===== src/rtl/aclk_pkg.sv =====
package aclk_pkg;

    typedef struct packed {
        logic dbl_speed;   // frame-pad strap: 1 = double speed
        logic wide_ratio;  // bit-pad strap: 1 = 384x base ratio
        logic prescale;    // master clock runs at twice the rate
    } clk_cfg_t;

endpackage


===== src/rtl/aclk_strap_ctl.sv =====
module aclk_strap_ctl
    import aclk_pkg::*;
#(
    parameter int CAPTURE_CYC = 16,
    parameter int OE_DELAY    = 4
) (
    input  logic     clk,
    input  logic     rst_n,
    input  logic     fs_strap_i,
    input  logic     bc_strap_i,
    input  logic     prescale_i,
    output clk_cfg_t cfg_o,
    output logic     run_o
);

    localparam int DONE_CYC = CAPTURE_CYC + OE_DELAY;
    localparam int TW       = $clog2(DONE_CYC + 1);

    typedef struct packed {
        logic [TW-1:0] timer;
        clk_cfg_t      cfg;
        logic          oe;
    } strap_st_t;

    strap_st_t st_d, st_q;

    always_comb begin
        st_d = st_q;
        if (!st_q.oe) begin
            st_d.timer = st_q.timer + 1'b1;
            if (st_q.timer == TW'(CAPTURE_CYC - 1)) begin
                st_d.cfg.dbl_speed  = fs_strap_i;
                st_d.cfg.wide_ratio = bc_strap_i;
                st_d.cfg.prescale   = prescale_i;
            end
            if (st_q.timer == TW'(DONE_CYC - 1)) begin
                st_d.oe = 1'b1;
            end
        end
    end

    always_ff @(posedge clk or negedge rst_n) begin
        if (!rst_n) begin
            st_q <= '0;
        end else begin
            st_q <= st_d;
        end
    end

    assign cfg_o = st_q.cfg;
    assign run_o = st_q.oe;

endmodule


===== src/rtl/aclk_bit_div.sv =====
module aclk_bit_div
    import aclk_pkg::*;
#(
    parameter int DIV_NARROW = 4,
    parameter int DIV_WIDE   = 6
) (
    input  logic     clk,
    input  logic     rst_n,
    input  logic     run_i,
    input  clk_cfg_t cfg_i,
    output logic     bclk_o,
    output logic     wrap_o
);

    localparam int DW = $clog2(DIV_WIDE + 1);

    typedef struct packed {
        logic [DW-1:0] phase;
        logic          half;
        logic          lvl;
    } bit_st_t;

    bit_st_t       bd_d, bd_q;
    logic [DW-1:0] div_full;
    logic [DW-1:0] div_eff;
    logic [DW-1:0] low_len;
    logic          tick;
    logic          wrap;

    assign div_full = cfg_i.wide_ratio ? DW'(DIV_WIDE) : DW'(DIV_NARROW);
    assign div_eff  = cfg_i.dbl_speed ? (div_full >> 1) : div_full;
    assign low_len  = (div_eff >> 1) + DW'(div_eff[0]);

    always_comb begin
        bd_d = bd_q;
        tick = 1'b0;
        wrap = 1'b0;
        if (run_i) begin
            tick      = !cfg_i.prescale || bd_q.half;
            bd_d.half = cfg_i.prescale & ~bd_q.half;
            if (tick) begin
                if (bd_q.phase == div_eff - 1'b1) begin
                    bd_d.phase = '0;
                    wrap       = 1'b1;
                end else begin
                    bd_d.phase = bd_q.phase + 1'b1;
                end
            end
            bd_d.lvl = (bd_d.phase >= low_len);
        end else begin
            bd_d = '0;
        end
    end

    always_ff @(posedge clk or negedge rst_n) begin
        if (!rst_n) begin
            bd_q <= '0;
        end else begin
            bd_q <= bd_d;
        end
    end

    assign bclk_o = bd_q.lvl;
    assign wrap_o = wrap;

endmodule


===== src/rtl/aclk_frame_div.sv =====
module aclk_frame_div #(
    parameter int FRAME_BITS = 64
) (
    input  logic clk,
    input  logic rst_n,
    input  logic run_i,
    input  logic wrap_i,
    output logic fclk_o
);

    localparam int BW = $clog2(FRAME_BITS);

    typedef struct packed {
        logic [BW-1:0] slot;
        logic          lvl;
    } frame_st_t;

    frame_st_t fr_d, fr_q;

    always_comb begin
        fr_d = fr_q;
        if (!run_i) begin
            fr_d = '0;
        end else if (wrap_i) begin
            fr_d.slot = (fr_q.slot == BW'(FRAME_BITS - 1)) ? '0 : fr_q.slot + 1'b1;
            fr_d.lvl  = (fr_d.slot >= BW'(FRAME_BITS / 2));
        end
    end

    always_ff @(posedge clk or negedge rst_n) begin
        if (!rst_n) begin
            fr_q <= '0;
        end else begin
            fr_q <= fr_d;
        end
    end

    assign fclk_o = fr_q.lvl;

endmodule


===== src/rtl/aclk_master_gen.sv =====
module aclk_master_gen
    import aclk_pkg::*;
#(
    parameter int CAPTURE_CYC = 16,
    parameter int OE_DELAY    = 4,
    parameter int DIV_NARROW  = 4,
    parameter int DIV_WIDE    = 6,
    parameter int FRAME_BITS  = 64
) (
    input  logic clk,
    input  logic rst_n,
    input  logic prescale_en_i,
    input  logic fs_pin_i,
    input  logic bc_pin_i,
    output logic fs_pin_o,
    output logic fs_pin_oe,
    output logic bc_pin_o,
    output logic bc_pin_oe
);

    clk_cfg_t cfg;
    logic     run;
    logic     bclk;
    logic     wrap;
    logic     fclk;

    aclk_strap_ctl #(
        .CAPTURE_CYC(CAPTURE_CYC),
        .OE_DELAY   (OE_DELAY)
    ) u_strap (
        .clk       (clk),
        .rst_n     (rst_n),
        .fs_strap_i(fs_pin_i),
        .bc_strap_i(bc_pin_i),
        .prescale_i(prescale_en_i),
        .cfg_o     (cfg),
        .run_o     (run)
    );

    aclk_bit_div #(
        .DIV_NARROW(DIV_NARROW),
        .DIV_WIDE  (DIV_WIDE)
    ) u_bit (
        .clk   (clk),
        .rst_n (rst_n),
        .run_i (run),
        .cfg_i (cfg),
        .bclk_o(bclk),
        .wrap_o(wrap)
    );

    aclk_frame_div #(
        .FRAME_BITS(FRAME_BITS)
    ) u_frame (
        .clk   (clk),
        .rst_n (rst_n),
        .run_i (run),
        .wrap_i(wrap),
        .fclk_o(fclk)
    );

    assign fs_pin_o  = fclk;
    assign bc_pin_o  = bclk;
    assign fs_pin_oe = run;
    assign bc_pin_oe = run;

endmodule


===== config.mk =====
export PLATFORM = sky130hd
export DESIGN_NAME = aclk_master_gen
export DESIGN_NICKNAME = d
export VERILOG_FILES = /design/src/rtl/aclk_pkg.sv /design/src/rtl/aclk_strap_ctl.sv /design/src/rtl/aclk_bit_div.sv /design/src/rtl/aclk_frame_div.sv /design/src/rtl/aclk_master_gen.sv
export SDC_FILE = /design/constraint.sdc
export NUM_CORES = 1
export LEC_CHECK = 0
export BUFFER_PORTS_ARGS = -buffer_cell sky130_fd_sc_hd__clkbuf_2
export CAP_MARGIN = 20
export CORE_MARGIN = 1.5
export CORE_UTILIZATION = 55
export DETAILED_ROUTE_END_ITERATION = 8
export PLACE_DENSITY = 0.81
export SLEW_MARGIN = 0
export SYNTH_ARGS = -nofsm -noshare
export SYNTH_HDL_FRONTEND = slang
export SYNTH_SLANG_ARGS = --single-unit

===== constraint.sdc =====
create_clock -name clk -period 5.9 [get_ports clk]
set_clock_uncertainty 0.2 [all_clocks]
set_input_delay 0.295 -clock clk [delete_from_list [all_inputs] [get_ports clk]]
set_output_delay 0.295 -clock clk [all_outputs]
set_load 0.03 [all_outputs]

==> summary.md, run 1 <==
| Metric | Value |
|---|---|
| Status | finished, final reports clean |
| Final Max Tran Viols | 0 |
| RSZ-0062 raised after global routing | no |
| First-pass GRT wire length | about 3400 um |
| Nets | approximately 130 |
| Switching Share | 36.0% |
| PD cells | ~320 nW/um^2 |
| Area growth, synth to finish | 10.2% |
| Register area share after synthesis | between 40 and 50% |
| Setup violators final | 0 |
| Part of the power in registers | between 40% and 50% |
| Mean Syn Cell Area | 10.9 sq um |
| Synth warn | 0 |
| Non-filler instance count after layout | 145 |
| Net load switching power | about 0.00015 W |
| CTS tree | built |
| Combinational share of power | roughly a third |
| Worst path top cell family by delay | compound AO/OA/AOI/OAI gates |
| Top-Level Pins | 9 |
| Grt total ovfl | 0 |
| Mapped Cells | around 110 |
| Share of cells above drive strength 1 | slightly below 20% |
| TritonCTS Sinks | 21 |
| Mapped Area | between 1000 and 1500 sq um |
| WHS | 0.258 ns |
| Core area | between 1500 and 2000 sq um |
| Worst Path Buf+Inv | 1 |
| DRT iter0 DRCs | 4 |
| Internal Pwr Total | about 0.00026 W |
| Die ar. | between 2000 and 2500 sq um |
| IO Port Bufs | 8 |
| Routed len/inst | between 10 and 15 um |
| Max clock buf depth | 2 |
| Detailed Route WL | about 1900 um |
| # DRC | 0 |
| Most common cell after layout, fill and taps aside | dfrtp_1 |
| Worst-Skew Late Latency | ~0.32 ns |
| DP HPWL | ~1400 um |
| Starting Density | ~59% |
| Critical path class | reg -> reg |
| Gr usage total | 18.8% |
| Placed cells | roughly 140 |
| DRT met1 WL | around 900 um |
| Clock share of power | roughly 18% |
| Fin. Hold Viols | 0 |
| Crit-path cells | inv_1, ha_1, xnor2_2, a311oi_1, a21oi_1, ha_1, nand2b_1, a21o_1, a21oi_1, nor2b_1 |
| Worst-path clk slew | 0.13 ns |
| Via count | approximately 780 |
| Most frequent cells in the layout | 21 x dfrtp_1, 10 x ha_1, 9 x nand2_1 |
| Final WS setup | between 3 and 4 ns |
| Length of the first detailed-routing pass in iterations | 4 |
| Synth Register Bits | 21 |
| Routed length on met3 | roughly 56 um |
| Leak | a little over 0.6 nW |
| Avg Vias per Cell | 5.39 |
| Core Rows | 16 |
| Highest routed metal layer | met4 |
| Min Tclk post-route | approximately 2.4 ns |
| GP Congestion | 0.786 |
| Setup TNS | 0 ns |
| Diodes inserted | 0 |
| CP arrival | 2.45 ns |
| Max-cap violation count | 0 |
| Vias in the first global route | between 700 and 800 |
| Die span in x | just under 50 um |
| CTS Root Buffer Type | clkbuf_4 |
| Crit. End Element | flop |
| Cts bufs inserted | 3 |
| Die Ht | 48.8 um |
| Worst vdd ir | 0.192 mV |
| Max-slew headroom | a little under three fifths |
| Fmax | around 410 MHz |
| DR WL met2 | ~900 um |
| Setup crit start kind | flop |
| Critical path required time | 5.91 ns |
| DRT antenna net count | 0 |
| Synth unique cells | 33 |
| Final Total Pwr | between 0.0004 and 0.0005 W |
| Crit path max fanout | 3 |
| Crit-path max cell delay | 0.41 ns |
| Initial antenna violation count | 0 |
| Net count after synthesis | approximately 120 |
| Post-route clock period utilization | roughly two fifths |
| CP max-delay cell | dfrtp_1 |
| Slew of the pin with the lowest slew margin | 0.657 ns |
| Worst slack, placed | between 3 and 4 ns |
| Min-Delay Path Class | in -> async |
| H-tree Lvls | 1 |
| Largest net degree at the start of global routing | 24 |
==> logic make-up after synthesis <==
logic type,share of synthesized area [%]
buffers and inverters,3.91
XOR/XNOR,5.86
multiplexers,3.69
AND/OR/NAND/NOR,17.8
flip-flops,45.6
adder cells (fa/ha/maj),10.9
AO/OA/AOI/OAI,12.3
==> flip-flops by register name (all words and copies together), names as in the netlist <==
register / count
u_frame.fclk_o: 1
u_frame.fr_q: 6
u_strap.cfg_o: 3
u_bit.bd_q: 4
u_strap.run_o: 1
u_bit.bclk_o: 1
u_strap.st_q: 5
==> cell type report <==
class                      instances  area (sq um)
tap                               27          33.8
clock inverter                     1          7.51
clock buffer                       3          22.5
inverter                           5          18.8
sequential                        21           526
timing repair buffer              12          80.1
multi-input combinational         76           582
fill                             168           692
==> power groups by stage <==
stage / registers (W) / clock network, W / logic, W
4_1_cts: 0.000199 / 0.0000768 / 0.000141
2_1_floorplan: 0.000201 / 0 / 0.000108
5_1_grt: 0.000202 / 0.0000826 / 0.000165
3_5_place_dp: 0.000201 / 0 / 0.000139
3_3_place_gp: 0.000200 / 0 / 0.000132
6_report: 0.000199 / 0.0000731 / 0.000140
==> path summary, 6_finish.rpt <==
kind	start	endpoint	slack [ns]	cells after the start
max in group asynchronous	rst_n	u_bit.bd_q[4]	4.88	2
setup reg to reg	u_strap.cfg_o[1]	u_bit.bclk_o	3.47	10
hold / removal	rst_n	u_frame.fr_q[1]	0.26	2
setup / recovery	u_strap.cfg_o[1]	u_bit.bclk_o	3.47	10
min in group clk	u_strap.st_q[4]	u_strap.st_q[4]	0.31	1
hold reg to reg	u_strap.st_q[4]	u_strap.st_q[4]	0.31	1
==> metal layers <==
metal | track usage (%) | vias to the layer above
li1 | - | 390
met1 | 24.4 | 376
met2 | 30.4 | 11
met3 | 3.68 | 5
met4 | 8.57 | 0
met5 | 0 | -
==> timing repair <==
action	4_1_cts	5_1_grt
hold buffers	4	0
resized for setup	0	0
buffers inserted	0	0
hold endpoints to repair	24	0
==> cell usage after synthesis <==
cell type  instances  area share (%)
nor2b_1            5             2.7
clkbuf_1           2            0.65
a211oi_2           1             1.1
nand4b_1           1            0.76
and2_1             3             1.6
ha_1              10              11
xnor2_2            1             1.4
xor2_2             1             1.4
a21o_1             1            0.65
and3b_1            1            0.76
nor2_1             1            0.33
buf_6              1            0.98
mux2_2             2             2.0
dfrtp_1           21              46
nand3_1            3             1.3
nand2_1            9             2.9
o21ai_0            7             3.0
a21oi_1            4             1.7
nand2b_1           4             2.2
and3_2             1            0.65
a21boi_1           3             2.0
xnor2_1            4             3.0
a31o_2             3             2.3
or3_1              3             1.6
o32ai_1            1            0.76
a311oi_1           1            0.76
buf_4              1            0.65
or3b_1             1            0.76
nand4_2            1             1.1
inv_1              5             1.6
mux2i_1            2             1.7
and3_1             1            0.54
or2_2              1            0.54
==> per-stage QoR <==
| stage | util (%) | cell area [sq um] |
|---|---|---|
| 2_1_floorplan | - | 1150 |
| 3_3_place_gp | 61.2 | 1200 |
| 3_5_place_dp | 61.2 | 1200 |
| 4_1_cts | 64.7 | 1270 |
| 5_1_grt | 64.7 | 1270 |
| 6_report | 64.7 | 1270 |
No activity file was read; power rests on OpenSTA's default activity.
==> run 2: changes to the inputs <==
Clock period 5.9 ns to 2.3 ns, I/O delays scaled along.
==> run 2 against run 1 <==
Highest routed layer unchanged. Register-to-register slack lost 3.6 ns. Total power grew to 2.9 times the previous value. Sequential power grew to 2.6 times the previous value. The flow now finishes with violations (negative setup slack). Fmax is 0.76% lower. Global-route usage up 0.93 points. Count of clock-buffer cells in the layout unchanged. Cell count grew 4.1%. Setup slack lost 3.6 ns. Die area stayed put. Sequential share of layout area shrank 3.3 points. Via count grew 5.0%. Design area rose by 8.8%.
==> summary.md, run 2 (synthesized netlist as in run 1, its figures left out) <==
| Metric | Value |
|---|---|
| H-tree Lvls | 1 |
| Failing checks | negative setup slack |
| Critical path class | reg -> reg |
| Max reg flops | 6 |
| CTS tree | built |
| Worst slack, placed | -0.131 ns |
| Most frequent cells in the layout | 21 x dfrtp_1, 9 x nand2_1, 8 x ha_1, 8 x clkbuf_2, 7 x o21ai_0 |
| Worst vdd ir | between 0.5 and 0.6 mV |
| Final Max Tran Viols | 0 |
| DP HPWL | between 1000 and 1500 um |
| R2R setup slack | -0.15 ns |
| Min Tclk post-route | roughly 2.5 ns |
| Routed len/inst | about 15 um |
| Setup TNS | -0.152 ns |
| Die ar. | approximately 2400 sq um |
| Area growth, synth to finish | 19.9% |
| Vias in the first global route | approximately 830 |
| Worst-Skew Late Latency | 0.31 ns |
| Core Rows | 16 |
| Die Ht | 48.8 um |
| Part of the power in registers | a little over two fifths |
| Final Total Pwr | approximately 0.0012 W |
| CTS Root Buffer Type | clkbuf_4 |
| RSZ-0062 raised after global routing | yes |
| Critical path required time | between 2 and 2.5 ns |
| Crit-path cells | buf_6, ha_4, xnor2_4, a311oi_2, a21oi_2, ha_1, nand2b_4, a21o_1, a21oi_2, nor2b_1 |
| Gr usage total | around a fifth |
| Internal Pwr Total | 0.000753 W |
| Core area | between 1500 and 2000 sq um |
| Max clock buf depth | 2 |
| Leak | approximately 0.65 nW |
| Most common cell after layout, fill and taps aside | dfrtp_1 |
| Combinational share of power | 41.3% |
| Status | finished, violations left |
| Avg Vias per Cell | about 5.4 |
| Cell repeated most along the worst path | a21oi_2 |
| Crit. End Element | flop |
| DP Area | approximately 1200 sq um |
| Final core occ | around 70% |
| Design Area, Final | roughly 1400 sq um |
| PD cells | ~870 nW/um^2 |
| Largest Register | u_frame.fr_q |
| First-pass GRT wire length | between 3000 and 4000 um |
| R2r endpoint | u_bit.bclk_o |
| Setup violators final | 1 |
| Diodes inserted | 0 |
| IO Port Bufs | 8 |
| DRT iter0 DRCs | 11 |
| GP Congestion | a little under 0.8 |
| Initial antenna violation count | 0 |
| Top-Level Pins | 9 |
| Crit-path max cell delay | around 0.42 ns |
| Max-slew headroom | between 60% and 70% |
| Grt total ovfl | 0 |
| Final WS setup | -0.152 ns |
| Reg2Reg Depth | 10 |
| Post-route clock period utilization | 107% |
| Max-cap violation count | 0 |
| Fmax | between 400 and 500 MHz |
| Setup crit start kind | flop |
| Fin. Hold Viols | 0 |
| CP arrival | 2.46 ns |
| Share of cells above drive strength 1 | about 29% |
| Via count | slightly above 800 |
| Length of the first detailed-routing pass in iterations | 4 |
| Net load switching power | approximately 0.00044 W |
| Clock share of power | 15.0% |
| Slew of the pin with the lowest slew margin | between 0.5 and 0.6 ns |
| CP max-delay cell | dfrtp_1 |
| Detailed Route WL | between 2000 and 2500 um |
| Cts bufs inserted | 3 |
| Min-Delay Path Class | in -> async |
| DRT antenna net count | 0 |
| Crit path max fanout | 3 |
| TritonCTS Sinks | 21 |
| Nets | 140 |
| Largest net degree at the start of global routing | 22 |
| Switching Share | between 30% and 40% |
| # DRC | 0 |
| Top flop regs | u_frame.fr_q: 6 flops, u_strap.st_q: 5 flops, u_bit.bd_q: 4 flops |
| Starting Density | approximately three fifths |
| Reg2reg start | u_strap.cfg_o[2] |
| Worst-path clk slew | roughly 0.12 ns |
| Die span in x | 48.8 um |
## run 2: cell types whose count changed in the layout (fill, tap and decap cells not counted), sizes merged
cell,previous run,this run
buf,0,6
clkinv,0,1
clkinvlp,1,0
## run 2: stage by stage
| stage | cells | hold slack [ns] |
|---|---|---|
| floorplan | 106 | -0.381 |
| global placement | 140 | -0.0891 |
| detailed placement | 140 | -0.0837 |
| CTS | 149 | 0.106 |
| global route | 151 | 0.147 |
| finish | 151 | 0.0896 |
## run 2: worst max-delay path by stage
stage / startpoint / to / cells after the start
final: u_strap.cfg_o[2] / u_bit.bclk_o / 10
after global routing: u_strap.cfg_o[2] / u_bit.bclk_o / 10
after CTS: u_strap.cfg_o[2] / u_bit.bclk_o / 10
after detailed placement: u_strap.cfg_o[1] / u_bit.bclk_o / 10
after global placement: u_strap.cfg_o[1] / u_bit.bclk_o / 10
after floorplan: u_strap.cfg_o[1] / u_bit.bclk_o / 10
## run 2: routing by layer
layer | share of wire [%] | track usage (%) | vias up
met2 | 52 | 32.0 | 8
met4 | 2.2 | 10.0 | 0
met5 | 0 | 0 | -
met3 | 1.8 | 3.68 | 4
met1 | 44 | 25.3 | 406
li1 | - | - | 403
## run 2: critical path: cells and delay by family (launching register included)
kind / cells / cell delay (ns)
DFF: 1 / 0.42
AOI/OAI and AO/OA: 4 / 0.73
and+or+nand+nor: 2 / 0.20
xor gates and xnor gates: 1 / 0.14
adders and majority gates: 2 / 0.53
buffers and inverters: 1 / 0.13
## run 2: area by class of cell
type / count / area [sq um]
Clock buffer: 3 / 22.5
Timing Repair Buffer: 18 / 129
Multi-Input combinational cell: 76 / 647
Sequential cell: 21 / 526
Clock inverter: 1 / 5.00
Tap cell: 27 / 33.8
Fill cell: 159 / 581
Inverter: 5 / 18.8
## run 2: what timing repair did
item	in CTS	in global routing
hold buffers	4	0
hold endpoints to repair	24	0
gates cloned	0	0
endpoints found under the setup margin	1	1
resized for setup	3	7
setup buffers	1	2
pin swaps	0	5
## run 2: power groups by stage
stage               Clock, W  Sequential (W)  Combinational [W]
floorplan                  0        0.000516           0.000278
global placement           0        0.000512           0.000357
detailed placement         0        0.000517           0.000379
CTS                 0.000187        0.000513           0.000403
global route        0.000195        0.000534           0.000544
finish              0.000180        0.000522           0.000494
